## src/rtl/xlat_pkg.sv

```systemverilog
package xlat_pkg;

  localparam int ENTRY_SHIFT = 5;  // 0x20-byte slot per entry

  localparam logic [4:0] OFS_SRC_LO = 5'h00;
  localparam logic [4:0] OFS_SRC_HI = 5'h04;
  localparam logic [4:0] OFS_DST_LO = 5'h08;
  localparam logic [4:0] OFS_DST_HI = 5'h0C;
  localparam logic [4:0] OFS_PARAM  = 5'h10;

  localparam logic [21:0] ID_MEM = 22'h000000;
  localparam logic [21:0] ID_IO  = 22'h020000;
  localparam logic [21:0] ID_CFG = 22'h000001;
  localparam int INBOUND_BIT = 22;

  typedef enum logic [1:0] {
    KIND_MEM   = 2'd0,
    KIND_IO    = 2'd1,
    KIND_CFG   = 2'd2,
    KIND_OTHER = 2'd3
  } xlat_kind_e;

  typedef struct packed {
    logic        en;
    logic [5:0]  wexp;
    logic [63:12] src;
    logic [63:12] dst;
    logic [31:0] param;
  } xlat_entry_t;

  // Ones in every bit below W+1; all ones for W=63.
  function automatic logic [63:0] span_mask(input logic [5:0] wexp);
    logic [6:0] sh;
    sh = {1'b0, wexp} + 7'd1;
    return ~({64{1'b1}} << sh);
  endfunction

  function automatic logic [31:0] entry_word(input xlat_entry_t e, input logic [4:0] ofs);
    logic [31:0] w;
    case (ofs)
      OFS_SRC_LO: w = {e.src[31:12], 5'b0, e.wexp, e.en};
      OFS_SRC_HI: w = e.src[63:32];
      OFS_DST_LO: w = {e.dst[31:12], 12'b0};
      OFS_DST_HI: w = e.dst[63:32];
      OFS_PARAM:  w = e.param;
      default:    w = '0;
    endcase
    return w;
  endfunction

  function automatic xlat_kind_e decode_kind(input logic [31:0] p);
    xlat_kind_e k;
    case (p[21:0])
      ID_MEM:  k = KIND_MEM;
      ID_IO:   k = KIND_IO;
      ID_CFG:  k = KIND_CFG;
      default: k = KIND_OTHER;
    endcase
    return k;
  endfunction

endpackage

```

## src/rtl/xlat_regfile.sv

```systemverilog
module xlat_regfile
  import xlat_pkg::*;
#(
  parameter int NUM_ENTRIES = 4,
  parameter int REG_AW      = 8
) (
  input  logic                          clk,
  input  logic                          rst,
  input  logic                          reg_wr,
  input  logic                          reg_rd,
  input  logic [REG_AW-1:0]             reg_addr,
  input  logic [31:0]                   reg_wdata,
  output logic [31:0]                   reg_rdata,
  output xlat_entry_t [NUM_ENTRIES-1:0] tbl
);

  localparam int IDX_W = REG_AW - ENTRY_SHIFT;

  logic [IDX_W-1:0]                   idx;
  logic [ENTRY_SHIFT-1:0]             ofs;
  logic [NUM_ENTRIES-1:0][31:0]       rd_word;
  logic [31:0]                        rd_any;

  assign idx = reg_addr[REG_AW-1:ENTRY_SHIFT];
  assign ofs = reg_addr[ENTRY_SHIFT-1:0];

  generate
    for (genvar gi = 0; gi < NUM_ENTRIES; gi++) begin : g_ent
      xlat_entry_t ent_q;
      logic        sel;

      assign sel = (idx == IDX_W'(gi));

      always_ff @(posedge clk) begin
        if (rst) begin
          ent_q <= '0;
        end else if (reg_wr && sel) begin
          case (ofs)
            OFS_SRC_LO: begin
              ent_q.en         <= reg_wdata[0];
              ent_q.wexp       <= reg_wdata[6:1];
              ent_q.src[31:12] <= reg_wdata[31:12];
            end
            OFS_SRC_HI: ent_q.src[63:32] <= reg_wdata;
            OFS_DST_LO: ent_q.dst[31:12] <= reg_wdata[31:12];
            OFS_DST_HI: ent_q.dst[63:32] <= reg_wdata;
            OFS_PARAM:  ent_q.param      <= reg_wdata;
            default: ;
          endcase
        end
      end

      assign rd_word[gi] = sel ? entry_word(ent_q, ofs) : 32'h0;
      assign tbl[gi]     = ent_q;
    end
  endgenerate

  always_comb begin
    rd_any = '0;
    for (int i = 0; i < NUM_ENTRIES; i++) rd_any = rd_any | rd_word[i];
  end

  always_ff @(posedge clk) begin
    if (rst)         reg_rdata <= '0;
    else if (reg_rd) reg_rdata <= rd_any;
  end

endmodule

```

## src/rtl/xlat_entry_match.sv

```systemverilog
module xlat_entry_match
  import xlat_pkg::*;
(
  input  xlat_entry_t ent,
  input  logic [63:0] addr,
  output logic        hit,
  output logic [63:0] xaddr
);

  logic [63:0] low;
  logic [63:0] src_base;
  logic [63:0] dst_base;

  assign low      = span_mask(ent.wexp);
  assign src_base = {ent.src, 12'h000};
  assign dst_base = {ent.dst, 12'h000};

  assign hit   = ent.en && (((addr ^ src_base) & ~low) == 64'h0);
  assign xaddr = (dst_base & ~low) | (addr & low);

endmodule

```

## src/rtl/xlat_pick.sv

```systemverilog
module xlat_pick
  import xlat_pkg::*;
#(
  parameter int NUM_ENTRIES = 4
) (
  input  logic                          clk,
  input  logic                          rst,
  input  logic                          lk_req,
  input  logic [63:0]                   lk_addr,
  input  logic [NUM_ENTRIES-1:0]        hit_vec,
  input  logic [NUM_ENTRIES-1:0][63:0]  xaddr_vec,
  input  xlat_entry_t [NUM_ENTRIES-1:0] tbl,
  output logic                          vld_q,
  output logic                          hit_q,
  output logic [63:0]                   xaddr_q,
  output logic [31:0]                   param_q,
  output xlat_kind_e                    kind_q,
  output logic                          inb_q
);

  logic        win_hit;
  logic [63:0] win_addr;
  logic [31:0] win_param;
  xlat_kind_e  win_kind;
  logic        win_inb;

  // Scan from the top so the lowest index is the last to overwrite.
  always_comb begin
    win_hit   = 1'b0;
    win_addr  = lk_addr;
    win_param = '0;
    for (int i = NUM_ENTRIES - 1; i >= 0; i--) begin
      if (hit_vec[i]) begin
        win_hit   = 1'b1;
        win_addr  = xaddr_vec[i];
        win_param = tbl[i].param;
      end
    end
    win_kind = win_hit ? decode_kind(win_param) : KIND_OTHER;
    win_inb  = win_hit & win_param[INBOUND_BIT];
  end

  always_ff @(posedge clk) begin
    if (rst) begin
      vld_q   <= 1'b0;
      hit_q   <= 1'b0;
      xaddr_q <= '0;
      param_q <= '0;
      kind_q  <= KIND_OTHER;
      inb_q   <= 1'b0;
    end else begin
      vld_q <= lk_req;
      if (lk_req) begin
        hit_q   <= win_hit;
        xaddr_q <= win_addr;
        param_q <= win_param;
        kind_q  <= win_kind;
        inb_q   <= win_inb;
      end
    end
  end

endmodule

```

## src/rtl/xlat_window_table.sv

```systemverilog
module xlat_window_table
  import xlat_pkg::*;
#(
  parameter int NUM_ENTRIES = 4,
  parameter int REG_AW      = 8
) (
  input  logic              clk,
  input  logic              rst,
  input  logic              reg_wr,
  input  logic              reg_rd,
  input  logic [REG_AW-1:0] reg_addr,
  input  logic [31:0]       reg_wdata,
  output logic [31:0]       reg_rdata,
  input  logic              lk_req,
  input  logic [63:0]       lk_addr,
  output logic              lk_vld,
  output logic              lk_hit,
  output logic [63:0]       lk_xaddr,
  output logic [31:0]       lk_param,
  output logic [1:0]        lk_kind,
  output logic              lk_inbound
);

  xlat_entry_t [NUM_ENTRIES-1:0] tbl;
  logic [NUM_ENTRIES-1:0]        hit_vec;
  logic [NUM_ENTRIES-1:0][63:0]  xaddr_vec;
  xlat_kind_e                    kind_q;

  xlat_regfile #(
    .NUM_ENTRIES(NUM_ENTRIES),
    .REG_AW     (REG_AW)
  ) u_regs (
    .clk      (clk),
    .rst      (rst),
    .reg_wr   (reg_wr),
    .reg_rd   (reg_rd),
    .reg_addr (reg_addr),
    .reg_wdata(reg_wdata),
    .reg_rdata(reg_rdata),
    .tbl      (tbl)
  );

  generate
    for (genvar gm = 0; gm < NUM_ENTRIES; gm++) begin : g_match
      xlat_entry_match u_match (
        .ent  (tbl[gm]),
        .addr (lk_addr),
        .hit  (hit_vec[gm]),
        .xaddr(xaddr_vec[gm])
      );
    end
  endgenerate

  xlat_pick #(
    .NUM_ENTRIES(NUM_ENTRIES)
  ) u_pick (
    .clk      (clk),
    .rst      (rst),
    .lk_req   (lk_req),
    .lk_addr  (lk_addr),
    .hit_vec  (hit_vec),
    .xaddr_vec(xaddr_vec),
    .tbl      (tbl),
    .vld_q    (lk_vld),
    .hit_q    (lk_hit),
    .xaddr_q  (lk_xaddr),
    .param_q  (lk_param),
    .kind_q   (kind_q),
    .inb_q    (lk_inbound)
  );

  assign lk_kind = kind_q;

endmodule

```

## config.mk

```make
export PLATFORM = sky130hd
export DESIGN_NAME = xlat_window_table
export DESIGN_NICKNAME = d
export VERILOG_FILES = /design/src/rtl/xlat_pkg.sv /design/src/rtl/xlat_regfile.sv /design/src/rtl/xlat_entry_match.sv /design/src/rtl/xlat_pick.sv /design/src/rtl/xlat_window_table.sv
export SDC_FILE = /design/constraint.sdc
export NUM_CORES = 2
export LEC_CHECK = 0
export BUFFER_PORTS_ARGS = -buffer_cell sky130_fd_sc_hd__buf_2
export CAP_MARGIN = 25
export CELL_PAD_IN_SITES_DETAIL_PLACEMENT = 1
export CELL_PAD_IN_SITES_GLOBAL_PLACEMENT = 2
export CORE_MARGIN = 2
export CORE_UTILIZATION = 30
export DETAILED_ROUTE_END_ITERATION = 12
export GPL_ROUTABILITY_DRIVEN = 0
export HOLD_SLACK_MARGIN = 0.12
export PLACE_DENSITY_LB_ADDON = 0.05
export SETUP_SLACK_MARGIN = 0.4
export SYNTH_ARGS = -nofsm -noshare
export SYNTH_HDL_FRONTEND = slang
export SYNTH_HIERARCHICAL = 1
export SYNTH_SLANG_ARGS = --single-unit
```

## constraint.sdc

```tcl
create_clock -name clk -period 4.4 [get_ports clk]
set_input_delay 0.44 -clock clk [delete_from_list [all_inputs] [get_ports clk]]
set_output_delay 0.44 -clock clk [all_outputs]
set_load 0.02 [all_outputs]
```

## Word level (Yosys, flattened, before mapping)

Index checks and enable logic that the tools add are counted.

- Flip-flop bits (word level): 705
- Output and inout bits: 133
- Word-level logic and storage cells: 141

- $add $sub $neg: 4
- Equality and inequality tests: 9
- Shifts and indexed selects: 4
- Mux-type cells: 22
- Bitwise gates (word level): 32
- Reductions and logical operators: 35

Operators by type and width:

| kind | count |
|---|---|
| $and 64x64->64 | 12 |
| $pmux 32 s5 | 4 |
| $not 64->64 | 8 |
| $logic_not 64->1 | 4 |
| $mux 32 | 8 |
| $mux 64 | 4 |
| $or 64x64->64 | 4 |
| $shl 64x7->64 const A | 4 |
| $xor 64x64->64 | 4 |
| $or 32x32->32 | 3 |
| $reduce_and 2->1 | 20 |
| $add 6x1->7 const B | 4 |
| $eq 22x1->1 const B | 1 |
| $eq 22x18->1 const B | 1 |
| $logic_not 22->1 | 1 |
| $eq 5x4->1 const B | 2 |
| $logic_and 1x1->1 | 8 |
| $eq 3x2->1 const B | 2 |
| $pmux 2 s3 | 1 |
| $eq 5x3->1 const B | 1 |
| $eq 5x5->1 const B | 1 |
| $logic_not 5->1 | 1 |
| $mux 1 | 4 |
| $eq 3x1->1 const B | 1 |
| 3 further kinds | 3 |

## Longest topological paths before layout

- Depth after elaboration: 14
- Gate-level depth with buffers: 22
- Mapped depth without buffers: 17

## Modules after synthesis

The synthesis kept the hierarchy.

Modules (own cells, without submodules):

| module | times used | cells each | area each (um2) |
|---|---|---|---|
| xlat_regfile | 1 | 3,341 | 25,759.7 |
| xlat_entry_match | 4 | 363 | 2,591.2 |
| xlat_pick | 1 | 883 | 6,727.7 |

## Worst setup path before layout

No wires, ideal clock.

- Path kind: reg-to-reg
- Start point: register u_regs.g_ent[0].ent_q (netlist bit u_regs/tbl[137])
- End point: register u_pick.kind_q[1]
- Library setup time: 0.127 ns
- Arrival time: 3.908 ns
- Path slack: 0.366 ns
- Cell stages (with the launch flop): 19
- Period minus slack after synthesis: 4.034 ns
- Cells stage by stage: dfxtp_1 > ha_1 > buf_2 > inv_1 > ha_1 > buf_1 > buf_1 > a21oi_2 > a21oi_1 > a2111oi_2 > nand4_1 > nor4_2 > inv_2 > buf_2 > o22ai_1 > a21oi_1 > or3_1 > nor3_2 > a31oi_1

- Word-level cells in the longest chain between the ends: 11
- Elaborated cells between the ends (all ways): 14
- Classes of those cells: add/sub: 1; eq/ne: 2; shift: 1; mux: 4; bitwise: 3; reduce/logical: 3

RTL lines:

| item | RTL line | source |
|---|---|---|
| start, declared | xlat_regfile.sv:29 | `xlat_entry_t ent_q;` |
| $add 6x1->7 * | xlat_pkg.sv:34 | `sh = {1'b0, wexp} + 7'd1;` |
| $shl 64x7->64 * | xlat_pkg.sv:35 | `return ~({64{1'b1}} << sh);` |
| $not 64->64 * | xlat_pkg.sv:35 |  |
| $not 64->64 * | xlat_entry_match.sv:18 | `assign hit = ent.en && (((addr ^ src_base) & ~low) == 64'h0);` |
| $and 64x64->64 * | xlat_entry_match.sv:18 |  |
| $logic_not 64->1 * | xlat_entry_match.sv:18 |  |
| $logic_and 1x1->1 * | xlat_entry_match.sv:18 |  |
| via hit_vec[0] | xlat_window_table.sv:25 | `logic [NUM_ENTRIES-1:0] hit_vec;` |
| $mux 32 | xlat_pick.sv:33 | `if (hit_vec[i]) begin` |
| $eq 22x1->1, or another cell as far along | xlat_pkg.sv:53 | `case (p[21:0])` |
| $pmux 2 s3 | xlat_pkg.sv:53 |  |
| $mux 2 * | xlat_pick.sv:39 | `win_kind = win_hit ? decode_kind(win_param) : KIND_OTHER;` |
| end signal, assigned | xlat_pick.sv:57 | `kind_q <= win_kind;` |
| end, declared | xlat_pick.sv:17 | `output xlat_kind_e kind_q,` |

The timed path passes the listed nets; every way through them passes the cells marked *.
A chain may end at the register's enable or synchronous reset.

## Worst setup path in the final report

- Start point: register u_regs.g_ent[1].ent_q (netlist bit u_regs/tbl[280])
- End point: register u_pick.kind_q[1]

- Word-level cells in the longest chain between the ends: 12
- Elaborated cells between the ends (all ways): 16
- Classes of those cells: add/sub: 1; eq/ne: 2; shift: 1; mux: 6; bitwise: 3; reduce/logical: 3

RTL lines:

| item | RTL line |
|---|---|
| start, declared | xlat_regfile.sv:29 |
| $add 6x1->7 * | xlat_pkg.sv:34 |
| $shl 64x7->64 * | xlat_pkg.sv:35 |
| $not 64->64 * | xlat_pkg.sv:35 |
| $not 64->64 * | xlat_entry_match.sv:18 |
| $and 64x64->64 * | xlat_entry_match.sv:18 |
| $logic_not 64->1 * | xlat_entry_match.sv:18 |
| $logic_and 1x1->1 * | xlat_entry_match.sv:18 |
| via hit_vec[1] | xlat_window_table.sv:25 |
| $mux 32 (2 in series) | xlat_pick.sv:33 |
| $eq 22x1->1, or another cell as far along | xlat_pkg.sv:53 |
| $pmux 2 s3 | xlat_pkg.sv:53 |
| $mux 2 * | xlat_pick.sv:39 |

Marked as above.

==> impl_metrics.yaml <==
timing:
  fin_crit_ns: 4.49
  period_share: 1.02
  rsz0062_at_grt: "yes"
  finalClockSkew_ns: 0.0345
  worst_slack_ns: -0.0896
  setup_viol: 2
  drv_slew: 0
  hold_viol: 0
  fin_hold_ws_ns: 0.167
  slew_headroom: 0.187
  worst_slew_pin_slew_ns: 1.22
  max_freq_mhz: 223
die:
  die_x_um: 382
  ios: 242
  start_util: 0.303
  num_rows: 138
  dieArea_um2: 146000
  coreArea_um2: 142000
  die_h_um: 382
clock_tree:
  clkTransAtPathRegs_ns: 0.06
  htreeDepth: 3
  cts_root_buf: "clkbuf_16"
  cts_buffers: 92
  tritoncts: "done"
  cts_sinks: 705
  cts_max_path_buffers: 3
  insertion_delay_ns: 0.73
synth:
  syn_nets: 5809
  synth_edf_count: 0
  synth_seq_cells: 705
  seq_area_frac_synth: 0.329
  yosys_warnings: 6
  synth_flop_cell: "dfxtp_1"
  syn_area_um2: 42900
  async_flop_share: 0
  syn_area_per_cell_um2: 7.55
  ys_types: 82
  synthesis.instances: 5676
detailed_routing:
  drc_errors: 0
  wirelength_mm: 301
  num_vias: 49800
  firstDrtPassIters: 5
  post_drt_via_cell_ratio: 5.93
  drtIter0Drc: 5071
  wl_per_cell_um: 35.8
  drtAntennaViolNets: 0
place:
  io_buffers: 241
  place_ws_ns: -1.28
  hpwl_mm: 225
  dp_cells: 8062
finish:
  drive_gt1_frac: 0.315
  final_cells: 8396
  area.growth.synth_to_final_pct: 37.0
  fillCellCount: 16900
  nets: 6562
  final_core_utilization: 0.415
worst_setup_path:
  r2r_slack_ns: -0.09
  rr_worst_depth: 22
  end_kind: "flop"
  crit_path_start_kind: "flop"
  startpoint: "u_regs/tbl[280]$_SDFFE_PP0P_"
  rr_endpoint: "u_pick/kind_q[1]$_SDFFE_PP1P_"
  crit_fanout: 15
  path_class: "flop to flop"
  arrival_ns: 5.08
  endpoint: "u_pick/kind_q[1]$_SDFFE_PP1P_"
  required_ns: 4.99
  timing.rr.start: "u_regs/tbl[280]$_SDFFE_PP0P_"
grt:
  grt_max_degree: 196
  met1_usage: 0.515
  grt_usage: 0.394
  antenna_found_initial: 14
  grt-busiest-layer: "met2"
  globalRouteMet2Util: 0.598
  grt_pass1_wl_mm: 403
  use_met3: 0.0553
  grt_pass1_vias: 48400
  overflow: 0
min_path:
  min_path_cells: 3
  hold_path_class: "input pin to flop"
power:
  power_leakage_nw: 22.5
  power_density_nw_per_um2: 276
  finalPower_mw: 16.2
  ir_drop_v: 0.000276
outcome:
  violations: "setup timing"
  status: "finished, violations left"
run:
  maxCapViolCount: 0
-- registers in the layout, indices dropped and copies added, names as in the netlist --
name / flops
u_pick/vld_q: 1
u_pick/param_q: 32
u_regs/reg_rdata: 32
u_pick/hit_q: 1
u_pick/inb_q: 1
u_regs/tbl: 572
u_pick/kind_q: 2
u_pick/xaddr_q: 64
-- per-layer routing --
layer / vias up / wire length (um)
met5: - / 46
met4: 8 / 25000
met3: 669 / 22400
met2: 2545 / 129000
met1: 25100 / 125000
li1: 21400 / -
-- cells by family (layout without fill, tap and decap cells) --
group | count (synthesis) | count (layout) | synth area share
AND/OR/NAND/NOR | 2052 | 2052 | 0.203
AO/OA/AOI/OAI | 1614 | 1614 | 0.222
flip-flops | 705 | 705 | 0.329
multiplexers | 545 | 545 | 0.135
buffers and inverters | 516 | 1340 | 0.0543
XOR/XNOR | 220 | 220 | 0.0492
adder cells (fa/ha/maj) | 24 | 24 | 0.00701
other | 0 | 6 | 0
-- power breakdown --
| group | leakage (nW) | switching (mW) | internal [mW] |
|---|---|---|---|
| Combinational | 15.3 | 1.20 | 0.451 |
| Sequential | 5.70 | 0.0515 | 6.42 |
| Clock | 1.53 | 3.40 | 4.69 |
| Total | 22.5 | 4.65 | 11.6 |
-- per-stage QoR --
step | cell area [um2] | setup TNS [ns]
after floorplan | 42900 | 0
after global placement | 50600 | -30.50
after detailed placement | 50600 | -36.24
after CTS | 55800 | 0
after global routing | 58700 | -0.0958
final | 58700 | -0.169
-- how the worst min path moves through the flow --
stage                                 startpoint                           endpoint  slack, ns
6_report                            reg_wdata[8]        u_regs/tbl[60]$_SDFFE_PP0P_       0.17
5_1_grt                             reg_wdata[8]        u_regs/tbl[60]$_SDFFE_PP0P_       0.17
4_1_cts                             reg_wdata[8]        u_regs/tbl[60]$_SDFFE_PP0P_       0.13
3_5_place_dp   u_regs/reg_rdata[10]$_SDFFE_PP0P_  u_regs/reg_rdata[10]$_SDFFE_PP0P_       0.44
3_3_place_gp    u_regs/reg_rdata[5]$_SDFFE_PP0P_   u_regs/reg_rdata[5]$_SDFFE_PP0P_       0.44
2_1_floorplan       u_regs/tbl[185]$_SDFFE_PP0P_       u_regs/tbl[185]$_SDFFE_PP0P_       0.44
-- synth_stat cells, drive strengths merged (22+ instances only) --
cell / n / area (um2)
a2111oi: 24 / 250
mux2i: 316 / 3160
a32oi: 22 / 193
buf: 201 / 1150
nor3: 45 / 290
xnor2: 132 / 1340
inv: 25 / 93.8
ha: 24 / 300
xor2: 88 / 771
nor2: 241 / 915
o21a: 44 / 330
nand4: 28 / 200
o21ai: 230 / 1150
o2111ai: 28 / 245
nand3: 74 / 390
nor2b: 28 / 183
a22o: 38 / 333
o22ai: 220 / 1380
a31oi: 27 / 169
a22oi: 38 / 285
a21oi: 831 / 4200
nand2b: 50 / 313
mux2: 227 / 2560
dfxtp: 705 / 14100
nand2: 1447 / 5440
clkbuf: 290 / 1090
and3: 70 / 438
-- area by class of cell --
| cell class | instances | area (um2) | share of cell area |
|---|---|---|---|
| Antenna cell | 6 | 15.0 | 0.000256 |
| Clock buffer | 136 | 2710 | 0.0461 |
| Clock inverter | 29 | 414 | 0.00705 |
| Inverter | 25 | 111 | 0.00190 |
| Multi-Input combinational cell | 4455 | 29300 | 0.498 |
| Sequential cell | 705 | 14200 | 0.241 |
| Tap cell | 1890 | 2360 | 0.0403 |
| Timing Repair Buffer | 1150 | 9680 | 0.165 |
-- critical path, cell delays in order (launching register included) --
cell and delay [ns]:
dfxtp_4 0.35, ha_4 0.16, buf_6 0.11, buf_4 0.13
nand3_1 0.14, nor2_4 0.08, or3_1 0.42, buf_12 0.18
a21oi_2 0.26, a22o_1 0.36, nor2_1 0.09, nand4_1 0.18
nor4_4 0.06, buf_4 0.15, buf_12 0.14, nor2_4 0.14
buf_12 0.19, a21oi_2 0.08, buf_4 0.14, nor4_4 0.47
buf_4 0.19, and4_4 0.22, a31oi_1 0.08
-- layout by cell type, fill, tap and decap left out, types with 21 or more instances in the layout --
| cell type | count |
|---|---|
| mux2i_1 | 297 |
| nand2b_1 | 44 |
| buf_12 | 67 |
| buf_4 | 698 |
| xnor2_1 | 120 |
| o22ai_2 | 38 |
| clkbuf_16 | 96 |
| a21oi_1 | 744 |
| a22o_1 | 34 |
| clkbuf_8 | 24 |
| o21a_1 | 44 |
| nor2_1 | 192 |
| nor3_1 | 31 |
| dfxtp_1 | 685 |
| nand4_1 | 24 |
| a21oi_2 | 68 |
| xor2_1 | 88 |
| nand2_1 | 1417 |
| buf_2 | 237 |
| nor2_2 | 26 |
| o21ai_1 | 48 |
| a32oi_1 | 22 |
| o21ai_2 | 48 |
| o21ai_0 | 125 |
| and3_1 | 64 |
| nand2_2 | 24 |
| a22oi_2 | 21 |
| nor2_4 | 23 |
| nand3_1 | 62 |
| o22ai_1 | 165 |
| mux2_2 | 223 |
| buf_6 | 117 |
-- what timing repair did --
action                                  in CTS  in global routing
buffers inserted                            73                 78
pin swaps                                  105                176
resized for setup                          346                473
endpoints found under the setup margin     100                100
hold buffers                                 0                  1
endpoints found under the hold margin        0                  2
gates cloned                                 5                  4
(Power assumes the default switching activity.)
